<file path="src/rtl/cmp_seq_pkg.sv">
package cmp_seq_pkg;

   typedef enum logic [1:0] {
      MODE_OFF  = 2'd0,
      MODE_CONT = 2'd1,
      MODE_USER = 2'd2,
      MODE_EVT  = 2'd3
   } mode_e;

   typedef enum logic [1:0] {
      PH_IDLE = 2'd0,
      PH_WARM = 2'd1,
      PH_RUN  = 2'd2
   } phase_e;

   localparam int unsigned A_CFG   = 0;
   localparam int unsigned A_START = 1;
   localparam int unsigned A_DELAY = 2;
   localparam int unsigned A_STAT  = 3;
   localparam int unsigned A_MSET  = 4;
   localparam int unsigned A_MCLR  = 5;
   localparam int unsigned A_FCLR  = 6;

   localparam int unsigned MIN_ADDR_W = 3;

endpackage

</file>
<file path="src/rtl/cmp_seq_regs.sv">
module cmp_seq_regs
   import cmp_seq_pkg::*;
#(
   parameter int unsigned DATA_W = 8,
   parameter int unsigned DLY_W  = 8
)(
   input  logic              clk,
   input  logic              rst_n,
   input  logic              cfg_wr_i,
   input  logic              start_wr_i,
   input  logic              dly_wr_i,
   input  logic [DATA_W-1:0] wr_data_i,
   input  logic              periph_evt_i,
   input  logic              done_i,
   output mode_e             mode_o,
   output logic              trig_en_o,
   output logic [DLY_W-1:0]  dly_o,
   output logic              ustart_o,
   output logic              estart_o
);

   mode_e             mode_q;
   logic              trig_en_q;
   logic [DLY_W-1:0]  dly_q;
   logic              ustart_q, estart_q;
   logic              ustart_d, estart_d;
   logic              off_wr;

   assign off_wr = cfg_wr_i && (wr_data_i[1:0] == 2'd0);

   // Start bits: set by request, cleared on completion of their own
   // sample; clear wins over a coincident set, mode-0 write wins over all.
   always_comb begin
      ustart_d = ustart_q;
      estart_d = estart_q;
      if (start_wr_i && wr_data_i[0] && (mode_q != MODE_OFF))
         ustart_d = 1'b1;
      if (periph_evt_i && trig_en_q)
         estart_d = 1'b1;
      if (done_i && (mode_q == MODE_USER))
         ustart_d = 1'b0;
      if (done_i && (mode_q == MODE_EVT))
         estart_d = 1'b0;
      if (off_wr) begin
         ustart_d = 1'b0;
         estart_d = 1'b0;
      end
   end

   always_ff @(posedge clk) begin
      if (!rst_n) begin
         mode_q    <= MODE_OFF;
         trig_en_q <= 1'b0;
         dly_q     <= '0;
         ustart_q  <= 1'b0;
         estart_q  <= 1'b0;
      end else begin
         if (cfg_wr_i) begin
            mode_q    <= mode_e'(wr_data_i[1:0]);
            trig_en_q <= wr_data_i[2];
         end
         if (dly_wr_i)
            dly_q <= wr_data_i[DLY_W-1:0];
         ustart_q <= ustart_d;
         estart_q <= estart_d;
      end
   end

   assign mode_o    = mode_q;
   assign trig_en_o = trig_en_q;
   assign dly_o     = dly_q;
   assign ustart_o  = ustart_q;
   assign estart_o  = estart_q;

endmodule

</file>
<file path="src/rtl/cmp_seq_timer.sv">
module cmp_seq_timer
   import cmp_seq_pkg::*;
#(
   parameter int unsigned DLY_W = 8
)(
   input  logic             clk,
   input  logic             rst_n,
   input  mode_e            mode_i,
   input  logic             ustart_i,
   input  logic             estart_i,
   input  logic [DLY_W-1:0] dly_i,
   input  logic             cmp_result_i,
   output logic             cmp_en_o,
   output logic             done_o,
   output logic             result_o
);

   phase_e            phase_q, phase_d;
   logic [DLY_W-1:0]  cnt_q, cnt_d;
   logic              result_q;
   logic              need;

   always_comb begin
      unique case (mode_i)
         MODE_CONT: need = 1'b1;
         MODE_USER: need = ustart_i;
         MODE_EVT:  need = estart_i;
         default:   need = 1'b0;
      endcase
   end

   always_comb begin
      phase_d = phase_q;
      cnt_d   = cnt_q;
      done_o  = 1'b0;
      unique case (phase_q)
         PH_IDLE: begin
            if (need) begin
               phase_d = PH_WARM;
               cnt_d   = dly_i;
            end
         end
         PH_WARM: begin
            if (!need) begin
               phase_d = PH_IDLE;
            end else if (cnt_q == '0) begin
               done_o  = 1'b1;
               phase_d = (mode_i == MODE_CONT) ? PH_RUN : PH_IDLE;
            end else begin
               cnt_d = cnt_q - 1'b1;
            end
         end
         PH_RUN: begin
            if (mode_i != MODE_CONT)
               phase_d = PH_IDLE;
            else
               done_o = 1'b1;
         end
         default: phase_d = PH_IDLE;
      endcase
   end

   always_ff @(posedge clk) begin
      if (!rst_n) begin
         phase_q  <= PH_IDLE;
         cnt_q    <= '0;
         result_q <= 1'b0;
      end else begin
         phase_q <= phase_d;
         cnt_q   <= cnt_d;
         if (done_o)
            result_q <= cmp_result_i;
      end
   end

   assign cmp_en_o = (phase_q != PH_IDLE);
   assign result_o = result_q;

endmodule

</file>
<file path="src/rtl/cmp_seq_irq.sv">
module cmp_seq_irq #(
   parameter bit IRQ_REG = 1'b0
)(
   input  logic clk,
   input  logic rst_n,
   input  logic done_i,
   input  logic mask_set_i,
   input  logic mask_clr_i,
   input  logic flag_clr_i,
   output logic evt_o,
   output logic flag_o,
   output logic mask_o,
   output logic irq_o
);

   logic flag_q, mask_q, evt_q;

   always_ff @(posedge clk) begin
      if (!rst_n) begin
         flag_q <= 1'b0;
         mask_q <= 1'b0;
         evt_q  <= 1'b0;
      end else begin
         evt_q <= done_i;
         if (done_i)
            flag_q <= 1'b1;
         else if (flag_clr_i)
            flag_q <= 1'b0;
         if (mask_set_i)
            mask_q <= 1'b1;
         else if (mask_clr_i)
            mask_q <= 1'b0;
      end
   end

   generate
      if (IRQ_REG) begin : g_irq_ff
         logic irq_q;
         always_ff @(posedge clk) begin
            if (!rst_n) irq_q <= 1'b0;
            else        irq_q <= flag_q & mask_q;
         end
         assign irq_o = irq_q;
      end else begin : g_irq_comb
         assign irq_o = flag_q & mask_q;
      end
   endgenerate

   assign evt_o  = evt_q;
   assign flag_o = flag_q;
   assign mask_o = mask_q;

endmodule

</file>
<file path="src/rtl/cmp_seq_top.sv">
module cmp_seq_top
   import cmp_seq_pkg::*;
#(
   parameter int unsigned ADDR_W  = 3,
   parameter int unsigned DATA_W  = 8,
   parameter int unsigned DLY_W   = 8,
   parameter bit          IRQ_REG = 1'b0
)(
   input  logic              clk,
   input  logic              rst_n,
   input  logic              wr_en,
   input  logic [ADDR_W-1:0] wr_addr,
   input  logic [DATA_W-1:0] wr_data,
   input  logic [ADDR_W-1:0] rd_addr,
   output logic [DATA_W-1:0] rd_data,
   input  logic              periph_evt_in,
   input  logic              cmp_result,
   output logic              cmp_en,
   output logic              evt_out,
   output logic              irq
);

   localparam logic [ADDR_W-1:0] AD_CFG   = ADDR_W'(A_CFG);
   localparam logic [ADDR_W-1:0] AD_START = ADDR_W'(A_START);
   localparam logic [ADDR_W-1:0] AD_DELAY = ADDR_W'(A_DELAY);
   localparam logic [ADDR_W-1:0] AD_STAT  = ADDR_W'(A_STAT);
   localparam logic [ADDR_W-1:0] AD_MSET  = ADDR_W'(A_MSET);
   localparam logic [ADDR_W-1:0] AD_MCLR  = ADDR_W'(A_MCLR);
   localparam logic [ADDR_W-1:0] AD_FCLR  = ADDR_W'(A_FCLR);

   generate
      if (ADDR_W < MIN_ADDR_W) begin : g_bad_addr
         $error("cmp_seq_top: ADDR_W too small for register map");
      end
      if (DLY_W < 1 || DLY_W > DATA_W) begin : g_bad_dly
         $error("cmp_seq_top: DLY_W must be 1..DATA_W");
      end
      if (DATA_W < 3) begin : g_bad_data
         $error("cmp_seq_top: DATA_W must hold the config field");
      end
   endgenerate

   logic             cfg_wr, start_wr, dly_wr;
   logic             mask_set_stb, mask_clr_stb, flag_clr_stb;
   mode_e            mode_q;
   logic             trig_en_q, ustart_q, estart_q;
   logic [DLY_W-1:0] dly_q;
   logic             done, result_q, flag_q, mask_q;

   assign cfg_wr       = wr_en && (wr_addr == AD_CFG);
   assign start_wr     = wr_en && (wr_addr == AD_START);
   assign dly_wr       = wr_en && (wr_addr == AD_DELAY);
   assign mask_set_stb = wr_en && (wr_addr == AD_MSET) && wr_data[0];
   assign mask_clr_stb = wr_en && (wr_addr == AD_MCLR) && wr_data[0];
   assign flag_clr_stb = wr_en && (wr_addr == AD_FCLR) && wr_data[0];

   cmp_seq_regs #(.DATA_W(DATA_W), .DLY_W(DLY_W)) u_regs (
      .clk          (clk),
      .rst_n        (rst_n),
      .cfg_wr_i     (cfg_wr),
      .start_wr_i   (start_wr),
      .dly_wr_i     (dly_wr),
      .wr_data_i    (wr_data),
      .periph_evt_i (periph_evt_in),
      .done_i       (done),
      .mode_o       (mode_q),
      .trig_en_o    (trig_en_q),
      .dly_o        (dly_q),
      .ustart_o     (ustart_q),
      .estart_o     (estart_q)
   );

   cmp_seq_timer #(.DLY_W(DLY_W)) u_timer (
      .clk          (clk),
      .rst_n        (rst_n),
      .mode_i       (mode_q),
      .ustart_i     (ustart_q),
      .estart_i     (estart_q),
      .dly_i        (dly_q),
      .cmp_result_i (cmp_result),
      .cmp_en_o     (cmp_en),
      .done_o       (done),
      .result_o     (result_q)
   );

   cmp_seq_irq #(.IRQ_REG(IRQ_REG)) u_irq (
      .clk        (clk),
      .rst_n      (rst_n),
      .done_i     (done),
      .mask_set_i (mask_set_stb),
      .mask_clr_i (mask_clr_stb),
      .flag_clr_i (flag_clr_stb),
      .evt_o      (evt_out),
      .flag_o     (flag_q),
      .mask_o     (mask_q),
      .irq_o      (irq)
   );

   always_comb begin
      rd_data = '0;
      unique case (rd_addr)
         AD_CFG:          rd_data = DATA_W'({trig_en_q, mode_q});
         AD_START:        rd_data = DATA_W'({estart_q, ustart_q});
         AD_DELAY:        rd_data = DATA_W'(dly_q);
         AD_STAT:         rd_data = DATA_W'({flag_q, result_q});
         AD_MSET, AD_MCLR: rd_data = DATA_W'(mask_q);
         default:         rd_data = '0;
      endcase
   end

endmodule

</file>
<file path="config.mk">
export PLATFORM = sky130hd
export DESIGN_NAME = cmp_seq_top
export DESIGN_NICKNAME = d
export VERILOG_FILES = /design/src/rtl/cmp_seq_pkg.sv /design/src/rtl/cmp_seq_regs.sv /design/src/rtl/cmp_seq_timer.sv /design/src/rtl/cmp_seq_irq.sv /design/src/rtl/cmp_seq_top.sv
export SDC_FILE = /design/constraint.sdc
export NUM_CORES = 1
export LEC_CHECK = 0
export BUFFER_PORTS_ARGS = -buffer_cell sky130_fd_sc_hd__buf_2
export CORE_MARGIN = 2
export CORE_UTILIZATION = 35
export DETAILED_ROUTE_END_ITERATION = 10
export PLACE_DENSITY = 0.58
export SETUP_SLACK_MARGIN = 0.4
export SYNTH_ARGS = -nofsm -noshare
export SYNTH_HDL_FRONTEND = slang
export SYNTH_HIERARCHICAL = 1
export SYNTH_SLANG_ARGS = --single-unit
</file>
<file path="constraint.sdc">
create_clock -name clk -period 3.9 [get_ports clk]
set_input_delay 0.39 -clock clk [delete_from_list [all_inputs] [get_ports clk]]
set_output_delay 0.39 -clock clk [all_outputs]
set_load 0.02 [all_outputs]
</file>
== Yosys cells after proc, flatten, opt, wreduce, memory -nomap -nowiden ==
Cells that the tools add are included.

* Flip-flop bits (word level): 27
* Input port bits: 19
* Logic and storage cells: 85

* $add $sub $neg: 1
* Eq/ne operators: 21
* Muxes and demuxes: 20
* Bitwise logic cells: 2
* Reductions and logical operators: 30

{| class="wikitable"
|+ Operator list
! operator !! number
|-
| $pmux 8 s5 || 1
|-
| $mux 8 || 3
|-
| $pmux 8 s2 || 1
|-
| $eq 3x3->1 const B || 5
|-
| $logic_and 1x1->1 || 15
|-
| $mux 2 || 5
|-
| $reduce_bool 2->1 || 5
|-
| $eq 3x2->1 const B || 3
|-
| $logic_not 8->1 || 1
|-
| $ne 2x1->1 const B || 4
|-
| $sub 8x1->8 const B || 1
|-
| $mux 1 || 7
|-
| $eq 2x2->1 const B || 3
|-
| $eq 3x1->1 const B || 2
|-
| $logic_not 3->1 || 2
|-
| $pmux 2 s3 || 1
|-
| $reduce_or 3->1 || 2
|-
| $eq 2x1->1 const B || 2
|-
| $logic_not 2->1 || 2
|-
| $reduce_and 4->1 || 1
|-
| $ne 3x3->1 const B || 1
|-
| $pmux 1 s3 || 1
|-
| $reduce_and 3->1 || 1
|-
| $ne 2x2->1 const B || 1
|-
| 4 further kinds || 4
|}

== Depth between registers and ports, before layout ==
Gate-level depths: netlist of run 1.

* Depth in word-level cells: 6
* Mapped depth: 9
* Gate-level depth less buffers: 8

== Modules after synthesis ==
The synthesis of run 1 kept the hierarchy.

{| class="wikitable"
|+ By module, submodules not included
! module !! times used !! cells an instance !! area each (um^2) !! seq. area each (um^2)
|-
| cmp_seq_timer || 1 || 104 || 860.8 || 220.2
|-
| cmp_seq_regs || 1 || 46 || 485.5 || 260.2
|-
| cmp_seq_top || 1 || 27 || 191.4 || 0.0
|-
| cmp_seq_irq || 1 || 9 || 116.4 || 60.1
|}

== Least setup slack after synthesis of run 1 ==
No wires, ideal clock.

* Path kind: register -> register
* From: register u_timer.cnt_q[0]
* To: register u_regs.estart_q, in the netlist u_regs/estart_o
* Library setup time: 0.092 ns
* Arrival: 1.801 ns
* Required time: 3.808 ns
* Path slack: 2.007 ns
* Stages on the path, launching flop included: 10
* Path buffers: 1
* Cells stage by stage: dfxtp_1 inv_1 ha_1 nor4b_2 and4b_1 buf_6 and2_2 o21a_1 and3_1 nor4_1

* Longest elaborated chain between the ends: 6

{| class="wikitable"
|+ RTL lines
! element !! line !! RTL
|-
| start, declared || cmp_seq_timer.sv:19 || <nowiki>logic [DLY_W-1:0] cnt_q, cnt_d;</nowiki>
|-
| start signal, assigned || cmp_seq_timer.sv:70 || <nowiki>cnt_q <= cnt_d;</nowiki>
|-
| $logic_not 8->1 || cmp_seq_timer.sv:46 || <nowiki>end else if (cnt_q == '0) begin</nowiki>
|-
| $mux 1 || cmp_seq_timer.sv:46 ||
|-
| $mux 1 || cmp_seq_timer.sv:44 || <nowiki>if (!need) begin</nowiki>
|-
| $pmux 1 s2 || cmp_seq_timer.sv:36 || <nowiki>unique case (phase_q)</nowiki>
|-
| via done || cmp_seq_top.sv:48 || <nowiki>logic done, result_q, flag_q, mask_q;</nowiki>
|-
| $logic_and 1x1->1 || cmp_seq_regs.sv:42 || <nowiki>if (done_i && (mode_q == MODE_EVT))</nowiki>
|-
| $reduce_or 3->1 (no source line) || n/a ||
|-
| end signal, assigned || cmp_seq_regs.sv:65 || <nowiki>estart_q <= estart_d;</nowiki>
|-
| end, declared || cmp_seq_regs.sv:25 || <nowiki>logic ustart_q, estart_q;</nowiki>
|}

The timed path passes the listed nets, and every way through them passes these cells.
A chain may end at the register's enable or synchronous reset.

== Worst setup path after layout of run 1 ==
* From: register u_timer.phase_q[1]
* To: register u_timer.cnt_q[1]

* Longest elaborated chain between the ends: 3
* Elaborated cells between the ends (all ways): 8
* Those cells by class: 4 x eq/ne; 1 x mux; 3 x reduce/logical

{| class="wikitable"
|+ RTL lines
! element !! line !! RTL
|-
| start, declared || cmp_seq_timer.sv:18 || <nowiki>phase_e phase_q, phase_d;</nowiki>
|-
| start signal, assigned || cmp_seq_timer.sv:69 || <nowiki>phase_q <= phase_d;</nowiki>
|-
| $eq 2x1->1 or $logic_not 2->1 (tied branches) || cmp_seq_timer.sv:36 ||
|-
| $ne 2x1->1 (no source line) (tied with other cells) || n/a ||
|-
| $reduce_and 4->1 (no source line) || n/a ||
|}

Parallel ways exist; a longest one is shown, timed or not.

==> results of run 1 <==
[power by group through the flow]
stage	Clock [uW]	Combinational (uW)	Sequential [uW]
2_1_floorplan	0	106	293
3_3_place_gp	0	135	295
3_5_place_dp	0	131	295
4_1_cts	167	132	289
5_1_grt	178	148	290
6_report	159	132	289
[cells by family (layout without fill, tap and decap cells)]
group                    after synthesis  after routing  share of synthesized area
AO/OA/AOI/OAI                         35             35                     0.1672
buffers and inverters                 20             44                    0.06051
multiplexers                          19             19                     0.1233
AND/OR/NAND/NOR                       79             79                     0.2768
flip-flops                            27             27                     0.3268
adder cells (fa/ha/maj)                6              6                    0.04538
[layout make-up]
cell class | instances | area (um^2)
timing repair buffer | 29 | 145.1
inverter | 11 | 41.29
fill | 486 | 2776
clock buffer | 4 | 45.04
tap | 54 | 67.56
multi-input combinational | 139 | 1013
sequential | 27 | 540.5
[worst min path at each step]
| stage | startpoint | to | slack, ns | depth (start not counted) |
|---|---|---|---|---|
| 2_1_floorplan | u_timer/phase_q[1] | u_timer/phase_q[1] | 0.45 | 2 |
| 3_3_place_gp | u_timer/phase_q[1] | u_timer/phase_q[1] | 0.47 | 2 |
| 3_5_place_dp | u_timer/phase_q[0] | u_timer/phase_q[0] | 0.47 | 2 |
| 4_1_cts | wr_data[3] | u_regs/dly_o[3] | 0.35 | 3 |
| 5_1_grt | wr_data[4] | u_regs/dly_o[4] | 0.36 | 3 |
| 6_report | wr_data[4] | u_regs/dly_o[4] | 0.35 | 3 |
[cells in the mapped netlist (all sizes together) (2+ instances only)]
cell | n | share of area
o311a | 2 | 0.012
dfxtp | 27 | 0.33
ha | 6 | 0.045
nor2b | 10 | 0.051
o31ai | 2 | 0.0091
a41oi | 3 | 0.016
mux2i | 17 | 0.10
o22ai | 2 | 0.0076
nand2 | 14 | 0.032
or2b | 2 | 0.0091
or2 | 2 | 0.0076
a211oi | 3 | 0.014
nor4 | 2 | 0.0076
nor2 | 19 | 0.043
inv | 11 | 0.025
and3b | 2 | 0.011
and3 | 7 | 0.026
buf | 5 | 0.026
o32ai | 2 | 0.011
nor3b | 2 | 0.0091
nor3 | 4 | 0.012
nand2b | 4 | 0.015
o21a | 3 | 0.014
and2 | 4 | 0.017
o21ai | 3 | 0.0091
o211ai | 3 | 0.014
o311ai | 3 | 0.016
nand3 | 2 | 0.0061
clkbuf | 4 | 0.0091
a21oi | 2 | 0.0061
[per-layer routing]
metal | global-route usage | wire length [um] | vias up
met5 | 0 | 0 | -
met4 | 0.03086 | 25 | 0
met3 | 0.03177 | 167 | 2
met2 | 0.1970 | 1492 | 37
met1 | 0.2077 | 1715 | 618
li1 | - | - | 715
[sequential cells by signal, summed over array words and instances (netlist names)]
name              count
u_regs/dly_o          8
u_timer/cnt_q         8
u_regs/mode_o         2
u_timer/phase_q       2
u_irq/evt_o           1
u_irq/flag_o          1
u_irq/mask_o          1
u_regs/estart_o       1
u_regs/trig_en_o      1
u_regs/ustart_o       1
u_timer/result_o      1
[cells in the final DEF, fill, tap and decap left out, types with 4 or more instances in the layout]
master / count
buf_2: 29
dfxtp_1: 27
nor2_1: 19
mux2i_1: 17
nand2_1: 14
inv_1: 11
and3_1: 7
nor2b_1: 7
ha_1: 6
nor3_1: 4
nand2b_1: 4
[per-stage QoR]
step	worst slack (ns)	power, uW	instance area [um^2]	cells	util
global route	1.324	615.7	1853	264	0.4003
floorplan	2.007	399.2	1654	186	-
CTS	1.532	587.8	1853	264	0.4003
global placement	1.567	429.9	1808	260	0.3905
detailed placement	1.557	426.2	1808	260	0.3905
finish	1.520	579.7	1853	264	0.4003
[critical path, stage by stage, from the launching register on]
cell,delay [ns]
dfxtp_1,0.33
inv_1,0.10
ha_1,0.69
o211ai_1,0.39
or2_1,0.39
o311a_1,0.37
==> impl_metrics.json, run 1 <==
{
  "routed_wl_um": 3401,
  "nNetsFinal": 236,
  "slew_headroom": 0.4243,
  "crit_type": "register to register",
  "yosys_register_bits": 27,
  "finalSetupViolCount": 0,
  "hp-class": "input pin to register",
  "initial_core_util": 0.3573,
  "cp_data_required_time_ns": 4.06,
  "grt_overflow": 0,
  "crit_start": "u_timer/phase_q[1]",
  "tightest_slew_ns": 0.8604,
  "cts_buffer_depth": 2,
  "cts_resized": 0,
  "numCtsBuffers": 3,
  "via_per_inst": 5.197,
  "die_w_um": 72.75,
  "final-hold-violation-count": 0,
  "timing.final.crit_period_ns": 2.380,
  "synth_cell_type_count": 48,
  "worstPathArrival_ns": 2.54,
  "holdWs_ns": 0.3481,
  "outcome": "completed",
  "post_cts_buffers": 0,
  "ant_nets": 0,
  "drv_slew": 0,
  "switching_share": 0.2986,
  "reg2reg_from": "u_timer/phase_q[1]",
  "gp_congestion": 0.7860,
  "area_delta_synth_final_pct": 12.03,
  "post-dp-hpwl_um": 2648,
  "clk_latency_ns": 0.27,
  "grt_util_all_layers": 0.1372,
  "htreeDepth": 1,
  "firstDrtPassIters": 4,
  "vias": 1372,
  "ir_drop_uv": 147.5,
  "cts_tree": "done",
  "drive_above_1_share": 0.2095,
  "pin_count": 30,
  "port_buffers": 29,
  "power_switching_uw": 173.1,
  "period_share": 0.6104,
  "fin_worst_skew_ns": 0.007309,
  "clockPowerShare": 0.274,
  "synth-warning-count": 6,
  "die_y_um": 72.75,
  "syn_inst": 186,
  "seqPwrFrac": 0.498,
  "grt_pass1_wl_um": 5796,
  "async_reset_ff_frac": 0,
  "fmax_ghz": 0.4201,
  "cts.hold.buffers_added": 0,
  "rr_worst_depth": 5,
  "cap_viol_max_count": 0,
  "cts_sinks": 27,
  "crit_end": "u_timer/cnt_q[1]",
  "die-area_um2": 5292,
  "synth_edf_count": 0,
  "setup_tns_ns": 0,
  "path_clk_slew_ns": 0.10,
  "grt_setup_unrepaired": "false",
  "crit_fanout": 24,
  "antenna_found_initial": 0,
  "wl_per_cell_um": 12.88,
  "end_kind": "register",
  "row_count": 25,
  "dr.first_iter.drc_count": 61,
  "p_leak_uw": 0.0007616,
  "avgSynthCellArea_um2": 8.893,
  "n_antenna_cell": 0,
  "core-area_um2": 4629,
  "route.detailed.drc": 0,
  "synth.cell_area_um2": 1654,
  "cts_root_buffer": "clkbuf_8",
  "reg2reg_to": "u_timer/cnt_q[1]",
  "grt_pass1_vias": 1217,
  "synth_nets": 211,
  "comb_power_share": 0.227,
  "yosysSeqAreaShare": 0.3268,
  "p_per_area_nw_per_um2": 312.8,
  "grt_max_degree": 25,
  "reg2reg_setup_slack_ns": 1.52,
  "intPower_uw": 406.6,
  "ys.flop_type": "dfxtp_1",
  "crit_path_start_kind": "register"
}
No activity file was read; power rests on OpenSTA's default activity.
==> run 2: changes to the inputs <==
--- a/config.mk
+++ b/config.mk
@@ -5,6 +5,7 @@
 export SDC_FILE = /design/constraint.sdc
 export NUM_CORES = 1
 export LEC_CHECK = 0
+export ABC_AREA = 1
 export BUFFER_PORTS_ARGS = -buffer_cell sky130_fd_sc_hd__buf_2
 export CORE_MARGIN = 2
 export CORE_UTILIZATION = 35
==> constraint.sdc (replaced) <==
create_clock -name clk -period 2.2 [get_ports clk]
set_input_delay 0.22 -clock clk [delete_from_list [all_inputs] [get_ports clk]]
set_output_delay 0.22 -clock clk [all_outputs]
set_load 0.02 [all_outputs]
==> impl_metrics.json, run 2 <==
{
  "crit_type": "register to register",
  "die-area_um2": 5481,
  "cts_resized": 1,
  "post_cts_buffers": 0,
  "die_y_um": 74.04,
  "crit_chain": "inv_1 -> ha_2 -> nand3_1 -> a21boi_0 -> nand3_1 -> nand3_1 -> nor2_1",
  "post-synth-top-count-cell": "nor2_1",
  "drv_slew": 0,
  "finalInstanceArea_um2": 1978,
  "cts_buffer_depth": 2,
  "fin_worst_skew_ns": 0.005475,
  "avgSynthCellArea_um2": 6.405,
  "yosysSeqAreaShare": 0.3149,
  "dpl_cell_area_um2": 1931,
  "cap_viol_max_count": 0,
  "antenna_found_initial": 0,
  "pin_count": 30,
  "crit_path_start_kind": "register",
  "cts.hold.buffers_added": 0,
  "synth-warning-count": 6,
  "vias": 1703,
  "cts_root_buffer": "clkbuf_8",
  "post-dp-hpwl_um": 2987,
  "firstDrtPassIters": 4,
  "layout_common_cells": "nor2_1, nand2_1, inv_1",
  "cp_data_required_time_ns": 2.38,
  "synth_nets": 293,
  "wl_per_cell_um": 10.57,
  "cts_sinks": 27,
  "via_per_inst": 4.653,
  "ir_drop_uv": 297.2,
  "synthTopCellsByArea": "dfxtp_1, nor2_1, nand2_1, nand3_1, inv_1",
  "yosys_register_bits": 27,
  "synth_top_area_cell": "dfxtp_1",
  "htreeDepth": 1,
  "grt_util_all_layers": 0.1505,
  "cpPeakStageDelay_ns": 0.38,
  "critPathTopFamily": "simple AND/OR/NAND/NOR gates",
  "gp_congestion": 0.8429,
  "hp-class": "input pin to register",
  "final-hold-violation-count": 0,
  "numCtsBuffers": 3,
  "synth.top_cell.area_share": 0.3149,
  "min_path_cells": 3,
  "grt_setup_unrepaired": "false",
  "path_clk_slew_ns": 0.10,
  "dr.first_iter.drc_count": 100,
  "finalSetupViolCount": 0,
  "grt_max_degree": 24,
  "outcome": "completed",
  "crit_fanout": 14,
  "ant_nets": 0,
  "period_share": 0.7555,
  "grt_overflow": 0,
  "final_common_cell": "nor2_1",
  "timing.final.crit_period_ns": 1.662,
  "synth_edf_count": 0,
  "setup_tns_ns": 0,
  "cts_tree": "done",
  "core-area_um2": 4723,
  "ys.flop_type": "dfxtp_1",
  "crit_slowest_cell": "ha_2",
  "reg2reg_setup_slack_ns": 0.54,
  "rr_worst_depth": 7,
  "row_count": 25,
  "grt_pass1_vias": 1503,
  "path_depth": 7,
  "n_antenna_cell": 0,
  "port_buffers": 29,
  "path_common_cell": "nand3_1",
  "synth.cell_area_um2": 1717,
  "die_w_um": 74.04,
  "initial_core_util": 0.3634,
  "end_kind": "register",
  "fin_util": 0.4188,
  "pre_cts_slack_ns": 0.3858,
  "nNetsFinal": 325,
  "synth_common_cells": "nor2_1, nand2_1, inv_1, nand3_1, dfxtp_1",
  "async_reset_ff_frac": 0,
  "synth_cell_type_count": 28,
  "fmax_ghz": 0.6016,
  "clk_latency_ns": 0.27,
  "p_per_area_nw_per_um2": 719.8,
  "p_leak_uw": 0.0009354,
  "fin_ws_ns": 0.5379,
  "routed_wl_um": 3868,
  "grt_pass1_wl_um": 6603,
  "worstPathArrival_ns": 1.84,
  "drive_above_1_share": 0.1873,
  "syn_inst": 268,
  "area_delta_synth_final_pct": 15.23,
  "slew_headroom": 0.7242,
  "tightest_slew_ns": 0.4137,
  "route.detailed.drc": 0,
  "critPathBufInv": 1
}
-- run 2: cell count changes in the layout (fill, tap and decap cells not counted), sizes merged, moves of 4 or more --
cell / change
nand2: +38
nor2: +38
inv: +31
nand3: +30
mux2i: -17
o21ai: +15
a21oi: +14
nor2b: -10
and3: -7
nand4: +7
nand2b: -4
-- run 2: power by group --
| group | internal [uW] | total [uW] | switching [uW] | leakage, uW |
|---|---|---|---|---|
| combinational | 210 | 576 | 366 | 0.000694 |
| sequential | 524 | 557 | 32.6 | 0.000219 |
| clock | 130 | 292 | 162 | 0.0000228 |
-- run 2: worst paths after layout --
| check | startpoint | to |
|---|---|---|
| setup / recovery | u_timer/phase_q[1] | u_regs/estart_o |
| hold / removal | wr_data[7] | u_regs/dly_o[7] |
| setup reg to reg | u_timer/phase_q[1] | u_regs/estart_o |
| hold reg to reg | u_irq/flag_o | u_irq/flag_o |
-- run 2: metrics by stage --
step,cells,hold WS [ns],power [uW]
after floorplan,268,0.3292,1020
after global placement,362,0.4440,1139
after detailed placement,362,0.4475,1138
after CTS,366,0.1619,1433
after global routing,366,0.1837,1532
final,366,0.1615,1424
-- run 2: worst min-delay path, stage by stage --
cell and delay (ns):
buf_2 0.07, nor2_1 0.03, nor2_1 0.08
-- run 2: metal layers --
layer	vias up	track usage	part of all wire
met1	761	0.2069	0.51
met5	-	0	0
met4	0	0.04848	0.016
met3	6	0.01626	0.019
li1	914	-	-
met2	22	0.2470	0.46
-- run 2: final cells by class --
| type | instances | area (um^2) |
|---|---|---|
| Sequential cell | 27 | 540.5 |
| Timing Repair Buffer | 30 | 152.6 |
| Multi-Input combinational cell | 195 | 993.5 |
| Clock buffer | 4 | 45.04 |
| Fill cell | 523 | 2745 |
| Tap cell | 67 | 83.83 |
| Inverter | 43 | 162.7 |
-- run 2: kinds of logic after synthesis --
family | after synthesis | share of synthesized area
simple gates | 153 | 0.4213
buf+inv | 46 | 0.1079
compound gates | 36 | 0.1122
flops | 27 | 0.3149
fa+ha+maj | 6 | 0.04373
==> run 3: changes to the inputs <==
--- a/config.mk
+++ b/config.mk
@@ -10,7 +10,7 @@
 export CORE_MARGIN = 2
 export CORE_UTILIZATION = 35
 export DETAILED_ROUTE_END_ITERATION = 10
-export PLACE_DENSITY = 0.58
+export PLACE_DENSITY = 0.6
 export SETUP_SLACK_MARGIN = 0.4
 export SYNTH_ARGS = -nofsm -noshare
 export SYNTH_HDL_FRONTEND = slang
==> constraint.sdc (replaced) <==
create_clock -name clk -period 1.33 [get_ports clk]
set_input_delay 0.133 -clock clk [delete_from_list [all_inputs] [get_ports clk]]
set_output_delay 0.133 -clock clk [all_outputs]
set_load 0.02 [all_outputs]
==> impl_metrics.json, run 3 (synthesis gave the netlist of run 2 again) <==
{
  "outcome": "complete, but fails checks",
  "violations": "setup timing",
  "p_leak_uw": 0.001157,
  "timing.final.crit_period_ns": 1.339,
  "p_per_area_nw_per_um2": 1218,
  "via_per_inst": 4.704,
  "finalSetupViolCount": 1,
  "cts_buffer_depth": 2,
  "cts_sinks": 27,
  "seq_area_um2": 564.3,
  "route.detailed.drc": 0,
  "fin_ws_ns": -0.009360,
  "cp_data_required_time_ns": 1.55,
  "ant_nets": 0,
  "cts_root_buffer": "clkbuf_8",
  "antenna_found_initial": 0,
  "crit_fanout": 8,
  "pin_count": 30,
  "crit_path_start_kind": "register",
  "drive_above_1_share": 0.4247,
  "post-dp-hpwl_um": 3248,
  "worstPathArrival_ns": 1.56,
  "die_w_um": 74.04,
  "multiInputGateArea_um2": 1185,
  "period_share": 1.007,
  "dr.first_iter.drc_count": 77,
  "wl_per_cell_um": 11.09,
  "path_clk_slew_ns": 0.10,
  "grt_pass1_vias": 1672,
  "final-hold-violation-count": 0,
  "htreeDepth": 1,
  "nNetsFinal": 358,
  "initial_core_util": 0.3634,
  "firstDrtPassIters": 4,
  "die_y_um": 74.04,
  "ir_drop_uv": 641.5,
  "grt_setup_unrepaired": "true",
  "end_kind": "register",
  "grt_max_degree": 18,
  "n_fill_cell": 472,
  "reg2reg_to": "u_timer/cnt_q[7]",
  "final_cells": 399,
  "rr_worst_depth": 8,
  "tightest_slew_ns": 0.2745,
  "row_count": 25,
  "layout_common_cells": "nor2_1, nand2_1, buf_4",
  "area_delta_synth_final_pct": 46.06,
  "core-area_um2": 4723,
  "grt_overflow": 0,
  "fmax_ghz": 0.7466,
  "numCtsBuffers": 3,
  "crit_type": "register to register",
  "slew_headroom": 0.8170,
  "vias": 1877,
  "hp-class": "input pin to register",
  "gp_congestion": 0.7797,
  "holdPathEnd": "u_regs/dly_o[3]",
  "worstHoldStart": "wr_data[3]",
  "fin_worst_skew_ns": 0.003679,
  "cts_tree": "done",
  "reg2reg_setup_slack_ns": -0.009,
  "cap_viol_max_count": 0,
  "final_common_cell": "nor2_1",
  "reg2reg_from": "u_regs/mode_o[0]",
  "grt_util_all_layers": 0.1675,
  "grt_pass1_wl_um": 7251,
  "placedCellCount": 375,
  "drv_slew": 0,
  "die-area_um2": 5481,
  "n_antenna_cell": 0,
  "holdWs_ns": 0.06703,
  "min_path_cells": 3,
  "routed_wl_um": 4426,
  "clk_latency_ns": 0.28,
  "port_buffers": 29
}
==> run 3: cell count changes in the layout (fill, tap and decap cells not counted), sizes merged <==
cell	delta
nand2	+1
buf	+31
clkbuf	-1
clkinv	+1
nand3	+1
==> run 3: where the power goes <==
group / internal, uW / switching [uW]
sequential: 874 / 61.3
clock: 211 / 279
combinational: 791 / 838
==> run 3: worst max path at each step <==
stage / from / endpoint / slack, ns / cells after the start
detailed placement: u_timer/cnt_q[4] / u_regs/estart_o / -0.02 / 8
floorplan: u_timer/phase_q[1] / u_regs/estart_o / 0.08 / 8
global placement: u_timer/cnt_q[5] / u_regs/estart_o / 0.03 / 8
global route: u_regs/mode_o[0] / u_timer/cnt_q[7] / -0.08 / 8
finish: u_regs/mode_o[0] / u_timer/cnt_q[7] / -0.009 / 8
CTS: u_timer/cnt_q[0] / u_regs/estart_o / -0.002 / 9
==> run 3: cell type report <==
type | count | share of cell area
clock inverter | 1 | 0.001996
sequential | 27 | 0.2251
timing repair buffer | 61 | 0.1846
tap | 67 | 0.03343
clock buffer | 3 | 0.01647
inverter | 43 | 0.06587
multi-input combinational | 197 | 0.4726
==> run 3: per-layer routing <==
layer / global-route usage / vias to the layer above / share of wire
met5: 0 / - / 0
met4: 0.04242 / 0 / 0.011
met3: 0.02033 / 4 / 0.039
met2: 0.2817 / 32 / 0.48
met1: 0.2281 / 859 / 0.47
li1: - / 982 / -
==> run 3: repair_timing <==
item,in CTS,in global routing
setup buffers,13,5
setup endpoints to repair,25,25
hold buffers,0,0
gates cloned,1,1
resized for setup,39,21
pin swaps,22,13
==> run 3: worst max-delay path, cell delays in order, from the launching register on <==
cell and delay, ns:
dfxtp_4 0.37, buf_12 0.12, nand3_1 0.13, nand2_4 0.10, nor2_8 0.21, nand2_4 0.09
nor2_2 0.08, nand2_1 0.06, a21oi_2 0.11
==> run 3: metrics by stage <==
stage	setup TNS (ns)	worst slack, ns	power (uW)	instance area, um^2	utilization
floorplan	0	0.08001	1905	1810	-
detailed placement	-0.02603	-0.01924	2270	2131	0.4511
CTS	-0.002855	-0.002202	2933	2402	0.5086
global placement	0	0.03437	2265	2131	0.4511
global route	-0.5809	-0.08296	3272	2507	0.5309
finish	-0.009360	-0.009360	3054	2507	0.5309
